[config.mk]
export PLATFORM = sky130hd
export DESIGN_NAME = stackRegFile
export DESIGN_NICKNAME = d
export VERILOG_FILES = /design/src/rtl/srf_pkg.sv /design/src/rtl/srf_ctrl.sv /design/src/rtl/srf_dp.sv /design/src/rtl/stackRegFile.sv
export SDC_FILE = /design/constraint.sdc
export NUM_CORES = 2
export LEC_CHECK = 0
export BUFFER_PORTS_ARGS = -buffer_cell sky130_fd_sc_hd__buf_2
export CAP_MARGIN = 20
export CORE_MARGIN = 5
export CORE_UTILIZATION = 39
export CTS_CLUSTER_DIAMETER = 120
export DETAILED_ROUTE_END_ITERATION = 6
export PLACE_DENSITY = 0.56
export SLEW_MARGIN = 15
export SYNTH_ARGS = -nofsm -noshare
export SYNTH_HDL_FRONTEND = slang
export SYNTH_SLANG_ARGS = --single-unit
[constraint.sdc]
create_clock -name clk -period 11.45 [get_ports clk]
set_input_delay 1.145 -clock clk [delete_from_list [all_inputs] [get_ports clk]]
set_output_delay 1.145 -clock clk [all_outputs]
set_load 0.03 [all_outputs]
[src/rtl/srf_pkg.sv]
package srf_pkg;
  typedef struct packed {
    logic push;
    logic pop;
    logic replace;
    logic regWr;
    logic ovfSet;
    logic unfSet;
  } srfStrobes_t;
endpackage

[src/rtl/srf_ctrl.sv]
module srf_ctrl import srf_pkg::*; #(
  parameter int NUM_REGS = 16,
  parameter int DEPTH    = 8,
  parameter int STK_IDX  = 1,
  parameter int NUM_ERR  = 4,
  localparam int AW = $clog2(NUM_REGS),
  localparam int CW = $clog2(DEPTH + 1)
) (
  input  logic               clk,
  input  logic               rstN,
  input  logic               rdEnA,
  input  logic [AW-1:0]      rdIdxA,
  input  logic               rdEnB,
  input  logic [AW-1:0]      rdIdxB,
  input  logic               wrEn,
  input  logic [AW-1:0]      wrIdx,
  input  logic [NUM_ERR-1:0] errVec,
  input  logic [CW-1:0]      stkCnt,
  output srfStrobes_t        strb
);
  localparam logic [AW-1:0] StkIdx = AW'(STK_IDX);

  logic popWant, pushWant, stkEmpty, stkFull, cancel;
  logic underRun, overRun, legal;

  // Intent: what the instruction asks for, decided from indices only
  assign popWant  = (rdEnA && rdIdxA == StkIdx) || (rdEnB && rdIdxB == StkIdx);
  assign pushWant = wrEn && (wrIdx == StkIdx);
  assign stkEmpty = (stkCnt == '0);
  assign stkFull  = (stkCnt == CW'(DEPTH));
  assign underRun = popWant && stkEmpty;
  assign overRun  = pushWant && !popWant && stkFull;
  assign legal    = !underRun && !overRun;

  // Late error: gates only the update enables
  assign cancel = |errVec;

  always_comb begin
    strb         = '0;
    strb.push    = !cancel && legal && pushWant && !popWant;
    strb.pop     = !cancel && legal && popWant && !pushWant;
    strb.replace = !cancel && legal && popWant && pushWant;
    strb.regWr   = !cancel && wrEn && wrIdx != StkIdx && wrIdx != '0;
    strb.ovfSet  = !cancel && overRun;
    strb.unfSet  = !cancel && underRun;
  end

  AST_ONE_STACK_OP: assert property (@(posedge clk) disable iff (!rstN)
    $countones({strb.push, strb.pop, strb.replace}) <= 1);
  AST_NO_POP_EMPTY: assert property (@(posedge clk) disable iff (!rstN)
    stkEmpty |-> !(strb.pop || strb.replace));
endmodule

[src/rtl/srf_dp.sv]
module srf_dp import srf_pkg::*; #(
  parameter int DATA_W   = 32,
  parameter int NUM_REGS = 16,
  parameter int DEPTH    = 8,
  parameter int STK_IDX  = 1,
  localparam int AW = $clog2(NUM_REGS),
  localparam int CW = $clog2(DEPTH + 1),
  localparam int PW = $clog2(DEPTH)
) (
  input  logic              clk,
  input  logic              rstN,
  input  srfStrobes_t       strb,
  input  logic [AW-1:0]     rdIdxA,
  input  logic [AW-1:0]     rdIdxB,
  input  logic [AW-1:0]     wrIdx,
  input  logic [DATA_W-1:0] wrData,
  output logic [DATA_W-1:0] rdDataA,
  output logic [DATA_W-1:0] rdDataB,
  output logic [CW-1:0]     stkCnt,
  output logic              ovfFlag,
  output logic              unfFlag
);
  localparam logic [AW-1:0] StkIdx = AW'(STK_IDX);

  logic [DATA_W-1:0] regQ [NUM_REGS];
  logic [DATA_W-1:0] stkQ [DEPTH];
  logic [CW-1:0]     cntQ, cntM1;
  logic [DATA_W-1:0] topData;
  logic              selStkA, selStkB;

  // Register storage; index 0 is a constant zero
  assign regQ[0] = '0;
  for (genvar i = 1; i < NUM_REGS; i++) begin : g_reg
    always_ff @(posedge clk) begin
      if (!rstN)                              regQ[i] <= '0;
      else if (strb.regWr && wrIdx == AW'(i)) regQ[i] <= wrData;
    end
  end

  // Stack entries: written on push at slot cnt, or on replace at slot cnt-1
  for (genvar j = 0; j < DEPTH; j++) begin : g_stk
    always_ff @(posedge clk) begin
      if (!rstN) stkQ[j] <= '0;
      else if ((strb.push && cntQ == CW'(j)) ||
               (strb.replace && cntQ == CW'(j + 1)))
        stkQ[j] <= wrData;
    end
  end

  always_ff @(posedge clk) begin
    if (!rstN)             cntQ <= '0;
    else if (strb.push)    cntQ <= cntQ + 1'b1;
    else if (strb.pop)     cntQ <= cntQ - 1'b1;
  end

  always_ff @(posedge clk) begin
    if (!rstN) begin
      ovfFlag <= 1'b0;
      unfFlag <= 1'b0;
    end else begin
      ovfFlag <= strb.ovfSet;
      unfFlag <= strb.unfSet;
    end
  end

  // Read path: the select depends on the index only
  assign cntM1   = cntQ - 1'b1;
  assign topData = (cntQ == '0) ? '0 : stkQ[cntM1[PW-1:0]];
  assign selStkA = (rdIdxA == StkIdx);
  assign selStkB = (rdIdxB == StkIdx);
  assign rdDataA = selStkA ? topData : regQ[rdIdxA];
  assign rdDataB = selStkB ? topData : regQ[rdIdxB];
  assign stkCnt  = cntQ;

  AST_NO_OVERFLOW: assert property (@(posedge clk) disable iff (!rstN)
    cntQ <= CW'(DEPTH));
  AST_PUSH_GROWS: assert property (@(posedge clk) disable iff (!rstN)
    strb.push |=> cntQ == $past(cntQ) + 1'b1);
  AST_POP_SHRINKS: assert property (@(posedge clk) disable iff (!rstN)
    strb.pop |=> cntQ == $past(cntQ) - 1'b1);
  AST_REPLACE_KEEPS: assert property (@(posedge clk) disable iff (!rstN)
    strb.replace |=> $stable(cntQ));
  AST_FLAGS_EXCL: assert property (@(posedge clk) disable iff (!rstN)
    !(ovfFlag && unfFlag));
endmodule

[src/rtl/stackRegFile.sv]
module stackRegFile import srf_pkg::*; #(
  parameter int DATA_W   = 32,
  parameter int NUM_REGS = 16,
  parameter int DEPTH    = 8,
  parameter int STK_IDX  = 1,
  parameter int NUM_ERR  = 4,
  localparam int AW = $clog2(NUM_REGS),
  localparam int CW = $clog2(DEPTH + 1)
) (
  input  logic               clk,
  input  logic               rstN,
  input  logic               rdEnA,
  input  logic [AW-1:0]      rdIdxA,
  output logic [DATA_W-1:0]  rdDataA,
  input  logic               rdEnB,
  input  logic [AW-1:0]      rdIdxB,
  output logic [DATA_W-1:0]  rdDataB,
  input  logic               wrEn,
  input  logic [AW-1:0]      wrIdx,
  input  logic [DATA_W-1:0]  wrData,
  input  logic [NUM_ERR-1:0] errVec,
  output logic               overflow,
  output logic               underflow
);
  srfStrobes_t   strb;
  logic [CW-1:0] stkCnt;

  srf_ctrl #(.NUM_REGS(NUM_REGS), .DEPTH(DEPTH), .STK_IDX(STK_IDX),
             .NUM_ERR(NUM_ERR)) u_ctrl (
    .clk(clk), .rstN(rstN), .rdEnA(rdEnA), .rdIdxA(rdIdxA),
    .rdEnB(rdEnB), .rdIdxB(rdIdxB), .wrEn(wrEn), .wrIdx(wrIdx),
    .errVec(errVec), .stkCnt(stkCnt), .strb(strb));

  srf_dp #(.DATA_W(DATA_W), .NUM_REGS(NUM_REGS), .DEPTH(DEPTH),
           .STK_IDX(STK_IDX)) u_dp (
    .clk(clk), .rstN(rstN), .strb(strb), .rdIdxA(rdIdxA), .rdIdxB(rdIdxB),
    .wrIdx(wrIdx), .wrData(wrData), .rdDataA(rdDataA), .rdDataB(rdDataB),
    .stkCnt(stkCnt), .ovfFlag(overflow), .unfFlag(underflow));

  AST_ERR_HOLDS_STACK: assert property (@(posedge clk) disable iff (!rstN)
    (|errVec) |=> $stable(stkCnt));
  AST_ERR_NO_FLAG: assert property (@(posedge clk) disable iff (!rstN)
    (|errVec) |=> !overflow && !underflow);
  AST_ZERO_IDX: assert property (@(posedge clk) disable iff (!rstN)
    rdIdxA == '0 |-> rdDataA == '0);
endmodule

* Word level (Yosys, flattened, before mapping)
Memories as Yosys holds them, arrays and structs flattened.
Index checks and enable logic that the tools add are counted.
** Operators by class
- Add/subtract/negate cells :: 2
- Magnitude comparators :: 2
- Equality and inequality tests :: 26
- Multiplexer cells :: 44
- Bitwise gates (word level) :: 10
- Reductions and logical operators :: 67
** Operators by type and width (number)
- $mux W32 :: 15
- $bmux W32 S4 :: 2
- $logic_and A1 B1 Y1 :: 49
- $eq A4 B4 Y1 const B :: 9
- $eq A4 B3 Y1 const B :: 8
- $mux W1 :: 25
- $eq A4 B1 Y1 const B :: 4
- $eq A4 B2 Y1 const B :: 4
- $ge A5 B5 Y1 const B :: 2
- $not A4 Y5 :: 2
- $logic_or A1 B1 Y1 :: 9
- $mux W4 :: 2
- $or A1 B1 Y1 :: 8
- $logic_not A1 Y1 :: 5
- $add A4 B1 Y4 const B :: 1
- $logic_not A4 Y1 :: 1
- $ne A4 B1 Y1 const B :: 1
- $reduce_bool A4 Y1 :: 1
- $reduce_or A4 Y1 :: 1
- $sub A4 B1 Y4 const B :: 1
- $reduce_bool A2 Y1 :: 1
** Word-level totals
- Register bits :: 486
- Bits in writable memories :: 256
- Input port bits :: 53
- Word-level logic and storage cells :: 170
- Memories :: 1
** Memories
- u_dp.stkQ :: depth 8, width 32, rd ports 1, clocked after memory_dff 0, write ports 8, line srf_dp.sv:26 : logic [DATA_W-1:0] stkQ [DEPTH];

* Logic depth before layout (Yosys ltp)
- Word-level depth :: 17
- Mapped depth :: 13

* Hierarchy
A second synthesis with hierarchy kept.
** Unflattened totals
- Cells, all modules :: 3739
- Area total of the unflattened synthesis :: 36740.2 um^2
** Modules (own cells, without submodules)
- srf_dp :: instances 1, cells each 3723, area each 36617.6 um^2, sequential area each 16776.1 um^2
- srf_ctrl :: instances 1, cells each 16, area each 122.6 um^2, sequential area each 0.0 um^2

* Least setup slack after synthesis
OpenSTA, ideal clock, no wires.
- Path type :: input -> register
- Start :: input rdIdxB[1]
- End :: memory u_dp.stkQ[0][0], enable pin
- Setup time :: 466 ps
- Arrival time :: 4832 ps
- Required time :: 10984 ps
- Path slack :: 6153 ps
- Cell stages on the path :: 7
- Buffers on the path :: 2
- Cell sequence :: buf_2 nor4b_2 a22oi_1 nand2b_4 o32a_1 buf_2 o21ai_0
** RTL lines
- from (decl) :: line stackRegFile.sv:16 : input logic [AW-1:0] rdIdxB,
- to (decl) :: line srf_dp.sv:26

* Final worst setup path
- Start :: register u_dp.cntQ[0] (netlist: u_dp.stkCnt[0])
- End :: output rdDataB[7]
** Between the ends
- Longest elaborated chain between the ends :: 4
- Elaborated cells between the ends (all ways) :: 5
- Classes of those cells :: add/sub (1); mux (2); reduce/logical (1); memory (1)
** Ends and longest elaborated chain
- from (decl) :: line srf_dp.sv:27 : logic [CW-1:0] cntQ, cntM1;
- from (signal assigned) :: line srf_dp.sv:52 : else if (strb.push) cntQ <= cntQ + 1'b1;
- from (signal assigned) :: line srf_dp.sv:53 : else if (strb.pop) cntQ <= cntQ - 1'b1;
- $sub A4 B1 Y4
- $mem_v2 Z8 W32
- $mux W32 (*) :: line srf_dp.sv:68 : assign topData = (cntQ == '0) ? '0 : stkQ[cntM1[PW-1:0]];
- $mux W32 (*) :: line srf_dp.sv:72 : assign rdDataB = selStkB ? topData : regQ[rdIdxB];
- to (decl) :: line stackRegFile.sv:17 : output logic [DATA_W-1:0] rdDataB,
Mark *: on every way between the ends. The rest lies on a longest branch, timed or not.

==> results.cfg <==
[timing]
skew_ns = 0.01854
final.period_utilization_pct = 50.85
fin_tns_setup_ns = 0
finalSetupViolCount = 0
fin_ws_ns = 5.628
slew_headroom_pct = 23.77
slew_violations = 0
timing.fmax_ghz = 0.1718
rsz0062_at_grt = no
fin_crit_ns = 5.822
tightest_slew_ns = 1.143
finalHoldViolCount = 0

[critical_path]
r2r_cells = 9
r2r_end = u_dp.stkQ[1][21]
critPathKind = reg -> out
critPathMaxFanout = 38
slowest_stage = dfxtp_4
arrival_ns = 4.68
r2r-start = u_dp.stkCnt[0]
crit_top_cell = a21oi_1
max_stage_delay_ns = 0.80
end_kind = output port
required_ns = 10.31
path_cells = inv_1 -> ha_4 -> buf_4 -> mux4_2 -> nand2_1 -> a21oi_1 -> nor2_1 -> a21oi_1 -> buf_2
startpoint_type = register
rrSetupSlack_ns = 7.28

[flow_run]
maxCapViolations = 0

[detailed_routing]
wirelength_microns = 127400
num_vias = 27980
wl_per_cell_microns = 26.39
drc = 0
vias_per_cell = 5.797
drt_iter0_markers = 3084
drtPass1Iterations = 6
drtAntennaViolNets = 0

[global_routing]
use_met1_pct = 35.78
grt_busiest_layer = met2
first_global_vias = 27160
antenna_found_initial = 3
grt_max_degree = 132
grtUsageMet2_pct = 39.20
grtUsageTotal_pct = 25.29
grt-ovfl-total = 0
grtUsageMet3_pct = 5.081
grt_pass1_wl_microns = 186500

[final_layout]
final_nets = 3573
area_growth_syn_to_layout_pct = 10.79
post_route_cells_drive_above_1_share_pct = 19.36

[worst_hold_path]
hp-class = reg -> reg
hold_end = u_dp.regQ[373]
holdPathStages = 2
worstHoldStart = u_dp.regQ[373]

[clock_tree]
postCtsSetupBuffers = 0
htreeDepth = 3
clock_latency_ns = 0.65
ctsLongestPathBuffers = 3
cts_resized = 0
cts_tree = yes
clk_pin_slew_ns = 0.06
cts_hold_buffers = 0
root_buffer = clkbuf_16
cts_made_buffers = 79
clock-sinks = 710

[power_and_ir_drop]
peakVddDrop_uv = 93.75
power.total_w = 0.005561
leakage_nw = 13.07
power_density_mw_per_mm2 = 138.4

[die]
initial_core_util_pct = 39.45
dieArea_sq_mm = 0.09921
die-width_microns = 315.0
core_sq_mm = 0.09194
pin_count = 119
placementRows = 111
die_h_microns = 315.0

[placed_design]
io_buffers = 118
dp_hpwl_microns = 69410
gp_congestion = 0.8002
pre_cts_ws_ns = 6.063

[yosys]
synth_fp_nets = 3668
syn_inst = 3610
yosysSeqAreaShare_pct = 46.25
netlist_area_sq_mm = 0.03627
synth_area_per_cell_sq_um = 10.05
yosysUniqueCellTypes = 50
ys_warn_count = 0
ys_ff_latch = 710

[run_status]
run_status = completed
==> cell families (layout without fill, tap and decap cells) <==
kind of cell | Yosys count | after routing | synth area share [%]
buffers and inverters | 365 | 335 | 4.488
flip-flops | 710 | 710 | 46.25
other | 0 | 4 | 0
multiplexers | 319 | 319 | 19.30
AO/OA/AOI/OAI | 647 | 647 | 12.97
AND/OR/NAND/NOR | 1561 | 1561 | 16.75
adder cells (fa/ha/maj) | 5 | 5 | 0.1725
XOR/XNOR | 3 | 3 | 0.07245
==> layout make-up <==
cell class,instances,area (sq um)
sequential,710,16780
tap,1243,1555
timing repair buffer,186,1156
multi-input combinational,2535,18150
inverter,3,11.26
clock buffer,108,2138
antenna,4,10.01
clock inverter,38,386.6
fill,8785,51750
==> cell usage in the layout, fill, tap and decap left out, types with 9 or more instances in the layout <==
| master | synthesis | layout |
|---|---|---|
| clkinv_1 | 0 | 11 |
| clkinv_2 | 0 | 13 |
| mux2i_1 | 12 | 12 |
| nor2_4 | 0 | 11 |
| a21boi_2 | 30 | 30 |
| a21boi_1 | 60 | 60 |
| nand2_2 | 0 | 13 |
| a211oi_1 | 15 | 15 |
| mux4_2 | 304 | 304 |
| a21oi_1 | 97 | 97 |
| a22oi_1 | 10 | 9 |
| a21boi_0 | 359 | 359 |
| nor3_1 | 10 | 10 |
| clkbuf_16 | 0 | 80 |
| nor2_1 | 408 | 397 |
| dfxtp_1 | 454 | 453 |
| edfxtp_1 | 256 | 256 |
| nand2_1 | 1096 | 1083 |
| o21a_1 | 56 | 56 |
| clkbuf_1 | 238 | 24 |
| buf_2 | 68 | 110 |
| buf_4 | 4 | 70 |
==> report_power, final <==
part	internal, W	leakage (nW)	switching, W	total (W)
Combinational	0.000120	5.53	0.000251	0.000372
Clock	0.00145	1.24	0.00109	0.00254
Sequential	0.00264	6.30	0.00000974	0.00265
Total	0.00421	13.1	0.00135	0.00556
==> how the worst max path moves through the flow <==
stage	endpoint	startpoint	cells after the start	slack, ns
after floorplan	u_dp.stkQ[0][0]	rdIdxB[1]	7	6.15
after global routing	rdDataB[7]	u_dp.stkCnt[0]	9	5.42
after CTS	rdDataB[7]	u_dp.stkCnt[0]	9	5.52
after detailed placement	rdDataA[10]	rdIdxA[0]	9	6.06
after global placement	rdDataA[10]	rdIdxA[0]	9	6.08
final	rdDataB[7]	u_dp.stkCnt[0]	9	5.63
==> metal layers <==
layer	vias up	part of all wire, %
li1	12360	-
met1	13910	42
met2	1461	45
met3	257	10
met4	0	3.4
met5	-	0
==> state kept, by name, indices dropped and copies added, names as in the netlist <==
register / flops
u_dp.ovfFlag: 1
u_dp.regQ: 448
u_dp.stkCnt: 4
u_dp.stkQ: 256
u_dp.unfFlag: 1
==> critical path, delay by kind of cell, from the launching register on <==
family,cells,cell delay (ns)
buffers and inverters,3,1.16
DFF,1,0.80
AOI/OAI and AO/OA,2,0.80
adders and majority gates,1,0.78
muxes,1,0.30
and+or+nand+nor,2,0.15
==> metrics by stage <==
step | area, sq um | util (%) | instances | hold WS, ns
3_3_place_gp | 37630 | 40.93 | 4676 | 0.4532
2_1_floorplan | 36270 | - | 3610 | 0.4422
5_1_grt | 40180 | 43.70 | 4823 | 0.4882
3_5_place_dp | 37650 | 40.95 | 4677 | 0.4579
4_1_cts | 40180 | 43.70 | 4823 | 0.4657
6_report | 40190 | 43.71 | 4827 | 0.4628
==> synth_stat cells (all sizes together) <==
cell        n  area share (%)
nand3b      2           0.041
xor2        1           0.024
nor2b       5           0.086
dfxtp     454              25
and2        6            0.10
a31oi       1           0.017
ha          5            0.17
mux2i      12            0.33
a211oi     15            0.31
a21boi    449             9.6
a21oi      97             1.3
or4         1           0.021
nor2      408             4.2
or2         2           0.034
a32oi       1           0.024
or4b        2           0.055
xnor2       2           0.048
nand4b      1           0.024
inv         3           0.031
nor4b       4            0.19
and3        1           0.017
nand4       1           0.017
nor3       10            0.14
and4        1           0.024
edfxtp    256              21
and4b       1           0.028
mux4      304              19
clkbuf    238             2.5
nor3b       2           0.041
o31a        1           0.024
a22oi      10            0.21
nand2    1096              11
o32a        3           0.083
nand2b      7            0.14
mux2        3           0.093
buf       124             2.0
nor4        2           0.076
o21ai      13            0.18
nand3       7           0.097
a2bb2oi     1           0.024
and3b       2           0.048
o21a       56             1.2
(Power assumes the default switching activity.)
